==> config.mk <==
export PLATFORM = sky130hd
export DESIGN_NAME = sram_ctrl
export DESIGN_NICKNAME = d
export VERILOG_FILES = /design/src/rtl/sram_ctrl_pkg.sv /design/src/rtl/sram_ctrl_timer.sv /design/src/rtl/sram_ctrl_fsm.sv /design/src/rtl/sram_ctrl_dp.sv /design/src/rtl/sram_ctrl.sv
export SDC_FILE = /design/constraint.sdc
export NUM_CORES = 1
export LEC_CHECK = 0
export BUFFER_PORTS_ARGS = -buffer_cell sky130_fd_sc_hd__buf_4
export CAP_MARGIN = 20
export CORE_MARGIN = 4
export CORE_UTILIZATION = 30
export DETAILED_ROUTE_END_ITERATION = 8
export SLEW_MARGIN = 10
export SYNTH_ARGS = -nofsm -noshare
export SYNTH_HDL_FRONTEND = slang
export SYNTH_SLANG_ARGS = --single-unit
==> constraint.sdc <==
create_clock -name clk_i -period 3.8 [get_ports clk_i]
set_clock_uncertainty 0.2 [all_clocks]
set_input_delay 0.38 -clock clk_i [delete_from_list [all_inputs] [get_ports clk_i]]
set_output_delay 0.38 -clock clk_i [all_outputs]
set_load 0.01 [all_outputs]
==> src/rtl/sram_ctrl_pkg.sv <==
package sram_ctrl_pkg;

  typedef enum logic [2:0] {
    ST_IDLE, ST_WSET, ST_WPUL, ST_WHLD, ST_WREC, ST_RACC, ST_RDIS
  } state_e;

  typedef struct packed {
    logic cs_n;
    logic ce;
    logic oe_n;
    logic we_n;
    logic dq_oe;
  } ctl_t;

  function automatic int max2(input int a, input int b);
    return (a > b) ? a : b;
  endfunction

  function automatic ctl_t ctl_decode(input state_e s);
    ctl_t c;
    c = '{cs_n: 1'b1, ce: 1'b0, oe_n: 1'b1, we_n: 1'b1, dq_oe: 1'b0};
    case (s)
      ST_WSET: c = '{cs_n: 1'b0, ce: 1'b1, oe_n: 1'b1, we_n: 1'b1, dq_oe: 1'b1};
      ST_WPUL: c = '{cs_n: 1'b0, ce: 1'b1, oe_n: 1'b1, we_n: 1'b0, dq_oe: 1'b1};
      ST_WHLD: c = '{cs_n: 1'b0, ce: 1'b1, oe_n: 1'b1, we_n: 1'b1, dq_oe: 1'b1};
      ST_RACC: c = '{cs_n: 1'b0, ce: 1'b1, oe_n: 1'b0, we_n: 1'b1, dq_oe: 1'b0};
      default: ;
    endcase
    return c;
  endfunction

endpackage

==> src/rtl/sram_ctrl_timer.sv <==
module sram_ctrl_timer #(
  parameter int CW = 4
) (
  input  logic          clk_i,
  input  logic          rst_ni,
  input  logic          load_i,
  input  logic [CW-1:0] load_val_i,
  output logic          done_o
);
  logic [CW-1:0] cnt_q;

  always_ff @(posedge clk_i or negedge rst_ni) begin
    if (!rst_ni)          cnt_q <= '0;
    else if (load_i)      cnt_q <= load_val_i;
    else if (cnt_q != '0) cnt_q <= cnt_q - 1'b1;
  end

  assign done_o = (cnt_q == '0);
endmodule

==> src/rtl/sram_ctrl_fsm.sv <==
module sram_ctrl_fsm
  import sram_ctrl_pkg::*;
#(
  parameter int T_SETUP  = 1,
  parameter int T_PULSE  = 2,
  parameter int T_HOLD   = 1,
  parameter int T_RECOV  = 2,
  parameter int T_ACCESS = 3,
  parameter int T_CYCLE  = 4,
  parameter int T_DIS    = 1
) (
  input  logic clk_i,
  input  logic rst_ni,
  input  logic req_valid_i,
  input  logic req_we_i,
  output logic ready_o,
  output logic accept_o,
  output logic rd_done_o,
  output ctl_t ctl_o
);
  localparam int P_SET  = max2(T_SETUP, 1);
  localparam int P_PUL  = max2(T_PULSE, 1);
  localparam int P_HLD  = max2(T_HOLD, 1);
  localparam int P_REC  = max2(T_RECOV, 1);
  localparam int P_DIS  = max2(T_DIS, 1);
  localparam int RD_LEN = max2(max2(T_ACCESS, T_CYCLE), 1);
  localparam int MAXT   = max2(max2(max2(P_SET, P_PUL), max2(P_HLD, P_REC)), max2(P_DIS, RD_LEN));
  localparam int CW     = $clog2(MAXT + 1);
  localparam logic [CW-1:0] L_SET = CW'(P_SET - 1);
  localparam logic [CW-1:0] L_PUL = CW'(P_PUL - 1);
  localparam logic [CW-1:0] L_HLD = CW'(P_HLD - 1);
  localparam logic [CW-1:0] L_REC = CW'(P_REC - 1);
  localparam logic [CW-1:0] L_DIS = CW'(P_DIS - 1);
  localparam logic [CW-1:0] L_RD  = CW'(RD_LEN - 1);

  state_e        state_q, state_d;
  logic          pend_q, pend_d;
  logic          load;
  logic [CW-1:0] load_val;
  logic          tmr_done;

  sram_ctrl_timer #(.CW(CW)) u_tmr (
    .clk_i      (clk_i),
    .rst_ni     (rst_ni),
    .load_i     (load),
    .load_val_i (load_val),
    .done_o     (tmr_done)
  );

  assign ready_o   = (state_q == ST_IDLE) || (state_q == ST_RACC && tmr_done);
  assign accept_o  = ready_o && req_valid_i;
  assign rd_done_o = (state_q == ST_RACC) && tmr_done;

  always_comb begin
    state_d  = state_q;
    pend_d   = pend_q;
    load     = 1'b0;
    load_val = '0;
    case (state_q)
      ST_IDLE: if (accept_o) begin
        load = 1'b1;
        if (req_we_i) begin state_d = ST_WSET; load_val = L_SET; end
        else          begin state_d = ST_RACC; load_val = L_RD;  end
      end
      ST_WSET: if (tmr_done) begin state_d = ST_WPUL; load = 1'b1; load_val = L_PUL; end
      ST_WPUL: if (tmr_done) begin state_d = ST_WHLD; load = 1'b1; load_val = L_HLD; end
      ST_WHLD: if (tmr_done) begin state_d = ST_WREC; load = 1'b1; load_val = L_REC; end
      ST_WREC: if (tmr_done) state_d = ST_IDLE;
      ST_RACC: if (tmr_done) begin
        load = 1'b1;
        if (accept_o && !req_we_i) begin
          load_val = L_RD;  // address moves, access wait restarts
        end else begin
          state_d  = ST_RDIS;
          load_val = L_DIS;
          pend_d   = accept_o;
        end
      end
      ST_RDIS: if (tmr_done) begin
        if (pend_q) begin
          state_d  = ST_WSET;
          pend_d   = 1'b0;
          load     = 1'b1;
          load_val = L_SET;
        end else begin
          state_d = ST_IDLE;
        end
      end
      default: state_d = ST_IDLE;
    endcase
  end

  always_ff @(posedge clk_i or negedge rst_ni) begin
    if (!rst_ni) begin
      state_q <= ST_IDLE;
      pend_q  <= 1'b0;
      ctl_o   <= ctl_decode(ST_IDLE);
    end else begin
      state_q <= state_d;
      pend_q  <= pend_d;
      ctl_o   <= ctl_decode(state_d);
    end
  end
endmodule

==> src/rtl/sram_ctrl_dp.sv <==
module sram_ctrl_dp #(
  parameter int AW = 16,
  parameter int DW = 16
) (
  input  logic          clk_i,
  input  logic          rst_ni,
  input  logic          accept_i,
  input  logic [AW-1:0] req_addr_i,
  input  logic [DW-1:0] req_wdata_i,
  input  logic          rd_done_i,
  input  logic [DW-1:0] dq_i,
  output logic [AW-1:0] addr_o,
  output logic [DW-1:0] wdata_o,
  output logic [DW-1:0] rdata_o,
  output logic          rsp_valid_o
);
  always_ff @(posedge clk_i or negedge rst_ni) begin
    if (!rst_ni) begin
      addr_o      <= '0;
      wdata_o     <= '0;
      rdata_o     <= '0;
      rsp_valid_o <= 1'b0;
    end else begin
      if (accept_i) begin
        addr_o  <= req_addr_i;
        wdata_o <= req_wdata_i;
      end
      if (rd_done_i) rdata_o <= dq_i;
      rsp_valid_o <= rd_done_i;
    end
  end
endmodule

==> src/rtl/sram_ctrl.sv <==
module sram_ctrl
  import sram_ctrl_pkg::*;
#(
  parameter int AW       = 16,
  parameter int DW       = 16,
  parameter int T_SETUP  = 1,
  parameter int T_PULSE  = 2,
  parameter int T_HOLD   = 1,
  parameter int T_RECOV  = 2,
  parameter int T_ACCESS = 3,
  parameter int T_CYCLE  = 4,
  parameter int T_DIS    = 1
) (
  input  logic          clk_i,
  input  logic          rst_ni,
  input  logic          req_valid_i,
  output logic          req_ready_o,
  input  logic          req_we_i,
  input  logic [AW-1:0] req_addr_i,
  input  logic [DW-1:0] req_wdata_i,
  output logic          rsp_valid_o,
  output logic [DW-1:0] rsp_rdata_o,
  output logic [AW-1:0] sram_addr_o,
  output logic          sram_cs_no,
  output logic          sram_ce_o,
  output logic          sram_oe_no,
  output logic          sram_we_no,
  output logic [DW-1:0] sram_dq_o,
  output logic          sram_dq_oe_o,
  input  logic [DW-1:0] sram_dq_i
);
  logic accept;
  logic rd_done;
  ctl_t ctl;

  sram_ctrl_fsm #(
    .T_SETUP (T_SETUP),
    .T_PULSE (T_PULSE),
    .T_HOLD  (T_HOLD),
    .T_RECOV (T_RECOV),
    .T_ACCESS(T_ACCESS),
    .T_CYCLE (T_CYCLE),
    .T_DIS   (T_DIS)
  ) u_fsm (
    .clk_i       (clk_i),
    .rst_ni      (rst_ni),
    .req_valid_i (req_valid_i),
    .req_we_i    (req_we_i),
    .ready_o     (req_ready_o),
    .accept_o    (accept),
    .rd_done_o   (rd_done),
    .ctl_o       (ctl)
  );

  sram_ctrl_dp #(.AW(AW), .DW(DW)) u_dp (
    .clk_i       (clk_i),
    .rst_ni      (rst_ni),
    .accept_i    (accept),
    .req_addr_i  (req_addr_i),
    .req_wdata_i (req_wdata_i),
    .rd_done_i   (rd_done),
    .dq_i        (sram_dq_i),
    .addr_o      (sram_addr_o),
    .wdata_o     (sram_dq_o),
    .rdata_o     (rsp_rdata_o),
    .rsp_valid_o (rsp_valid_o)
  );

  assign sram_cs_no   = ctl.cs_n;
  assign sram_ce_o    = ctl.ce;
  assign sram_oe_no   = ctl.oe_n;
  assign sram_we_no   = ctl.we_n;
  assign sram_dq_oe_o = ctl.dq_oe;
endmodule

==> impl_metrics.yaml <==
global_route:
  grt_usage_pct: 11.9
  grt_pass1_wl_um: 9460
  grt.overflow.total: 0
  grt_pass1_vias: 1974
  antenna_found_initial: 0
  grt_max_degree: 62
logic_synthesis:
  synth_top_cell_area_share_pct: 55.7
  synth_top_area_cell: "dfrtp_1"
  ys_seq_area_share_pct: 58.7
  ys_ff_latch: 61
  syn_inst: 186
  synthTopCellsByArea: "dfrtp_1 56%, mux2_2 21%, dfstp_2 3.0%"
  synth_ff_type: "dfrtp_1"
  async_flop_share_pct: 100
  yosys_warnings: 0
  yosys.cell_types.count: 41
  syn_nets: 240
  avgSynthCellArea_sq_um: 14.0
  synth-edff-count: 0
  mappedNetlistArea_sq_um: 2610
cells_and_area:
  drive_gt1_share_pct: 60.8
  nFillCells: 784
  area_delta_synth_final_pct: 42.9
  multi_input_area_sq_um: 972
  antennaDiodeCount: 0
  nets: 350
  regArea_sq_um: 1530
critical_path:
  crit_required_ns: 3.82
  cp_top_family: "flip-flops"
  worstPathMaxFanout: 23
  crit_chain: "nor2_1 -> o21ai_4 -> buf_4 -> mux2_2"
  critPathKind: "flip-flop to flip-flop"
  worstSetupStartpointType: "flip-flop"
  cp.arrival_ns: 2.59
  cp-end-kind: "flip-flop"
  worst_path_max_delay_cell: "dfrtp_1"
  crit_buf_inv: 1
  slowest_delay_ns: 0.72
outcome:
  status: "complete, no violations"
floorplanning:
  die_w_um: 101
  rows: 33
  core-area_sq_um: 8340
  top_level_ports: 107
  dieArea_sq_um: 10200
  die_y_um: 101
  initial_utilization_pct: 31.3
timing:
  fmax_mhz: 389
  drv_slew: 0
  worstMarginPinSlew_ns: 0.765
  period_needed_ns: 2.57
  rsz0062_at_grt: "false"
  finalSetupTns_ns: 0
  slew_headroom_pct: 49.0
  fin_crit_sh_pct: 67.6
  setup_slack_ns: 1.23
  setup_violations: 0
  finalHoldViolations: 0
clock_network:
  cts.sinks: 61
  clock_path_buffers: 2
  clock_latency_ns: 0.33
  cts_tree: "done"
  clock-root-buffer: "clkbuf_8"
  h-tree-depth: 3
  clk_pin_slew_worst_paths_ns: 0.07
  postCtsSetupRepairBufs: 0
  numCtsBuffers: 9
placement:
  hpwl_um: 4170
  io_buffers: 106
  place.gp.congestion: 0.806
  place_ws_ns: 1.22
routing:
  ant_nets: 0
  drt_iter0_drc: 61
  firstDrtPassIters: 4
  vias_per_cell: 4.63
  wire_per_inst_um: 14.4
  vias: 1880
  wirelength_um: 5850
  post-route-drc-count: 0
min_path:
  hp-class: "input pin to flip-flop"
power:
  vdd_drop_max_mv: 0.333
  cellPowerDensity_nw_per_um2: 890
  p_leak_nw: 1.75
job:
  cap_viol_max_count: 0
==> Yosys cell counts (2+ instances only) <==
master    instances
nor2_1            8
buf_6             6
nand2_1           4
dfstp_2           3
o21ai_0           2
nand2b_1          3
nand3b_1          3
dfrtp_1          58
ha_1              2
and2b_1           2
inv_1             5
a21oi_1           9
o22ai_1           2
o21a_1            3
clkbuf_1          2
mux2_2           48
o211ai_1          2
==> sequential cells by signal (all words and copies together) (netlist names) <==
name,flops
u_dp.addr_o,16
u_dp.rdata_o,16
u_dp.rsp_valid_o,1
u_dp.wdata_o,16
u_fsm.ctl_o,5
u_fsm.pend_q,1
u_fsm.state_q,3
u_fsm.u_tmr.cnt_q,3
==> cells by family after synthesis <==
group / synth area share (%)
flops: 58.7
mux: 20.7
compound gates: 8.59
simple gates: 6.57
buf+inv: 4.03
fa+ha+maj: 1.39
==> through the flow <==
stage	cell area [sq um]	power (W)	std cells	hold WS, ns	utilization, %
2_1_floorplan	2610	0.00202	186	-0.116	-
3_3_place_gp	3460	0.00260	389	0.276	41.5
3_5_place_dp	3460	0.00263	389	0.278	41.5
4_1_cts	3730	0.00339	406	0.0416	44.7
5_1_grt	3730	0.00356	406	0.0412	44.7
6_report	3730	0.00332	406	0.0683	44.7
==> repair_timing <==
action / in CTS / in global routing
endpoints found under the hold margin: 58 / 0
hold buffers: 1 / 0
gates resized for setup: 0 / 0
==> metal layers <==
| metal | up-vias | wire, um | GRT usage [%] |
|---|---|---|---|
| met2 | 81 | 2860 | 18.5 |
| met3 | 15 | 610 | 6.61 |
| met4 | 0 | 139 | 5.73 |
| met5 | - | 0 | 0 |
| li1 | 886 | - | - |
| met1 | 898 | 2240 | 13.3 |
==> area by class of cell <==
type / instances / area share [%]
multi-input cells: 110 / 26.1
clock inverters: 5 / 2.85
clock buffers: 11 / 4.06
well taps: 105 / 3.52
repair buffers: 108 / 21.8
flip-flops and latches: 61 / 41.1
inverters: 6 / 0.604
==> worst paths after layout <==
check	from	to	slack (ns)	cells after the start
worst min-delay path	req_addr_i[11]	u_dp.addr_o[11]	0.07	2
max in group asynchronous	rst_ni	u_dp.addr_o[6]	2.43	2
min in group asynchronous	rst_ni	u_fsm.state_q[1]	0.47	2
worst min register to register	u_fsm.u_tmr.cnt_q[1]	u_fsm.u_tmr.cnt_q[1]	0.29	1
worst max-delay path	u_fsm.state_q[0]	u_dp.wdata_o[0]	1.23	4
worst max register to register	u_fsm.state_q[0]	u_dp.wdata_o[0]	1.23	4
==> power by group <==
part	internal (W)	total, W	switching [W]
Combinational	0.000790	0.00139	0.000604
Clock	0.000473	0.000726	0.000254
Sequential	0.000978	0.00120	0.000219
Total	0.00224	0.00332	0.00108
==> placed cells by master (no fill, tap or decap), types with 3 or more instances in the layout <==
| cell type | n |
|---|---|
| nand2_1 | 4 |
| nor2_1 | 8 |
| bufinv_16 | 3 |
| dfstp_2 | 3 |
| nand2b_1 | 3 |
| mux2_2 | 48 |
| dfrtp_1 | 58 |
| o21a_1 | 3 |
| a21oi_1 | 9 |
| clkbuf_8 | 11 |
| buf_4 | 107 |
| inv_1 | 5 |
| nand3b_1 | 3 |
(Power assumes the default switching activity.)
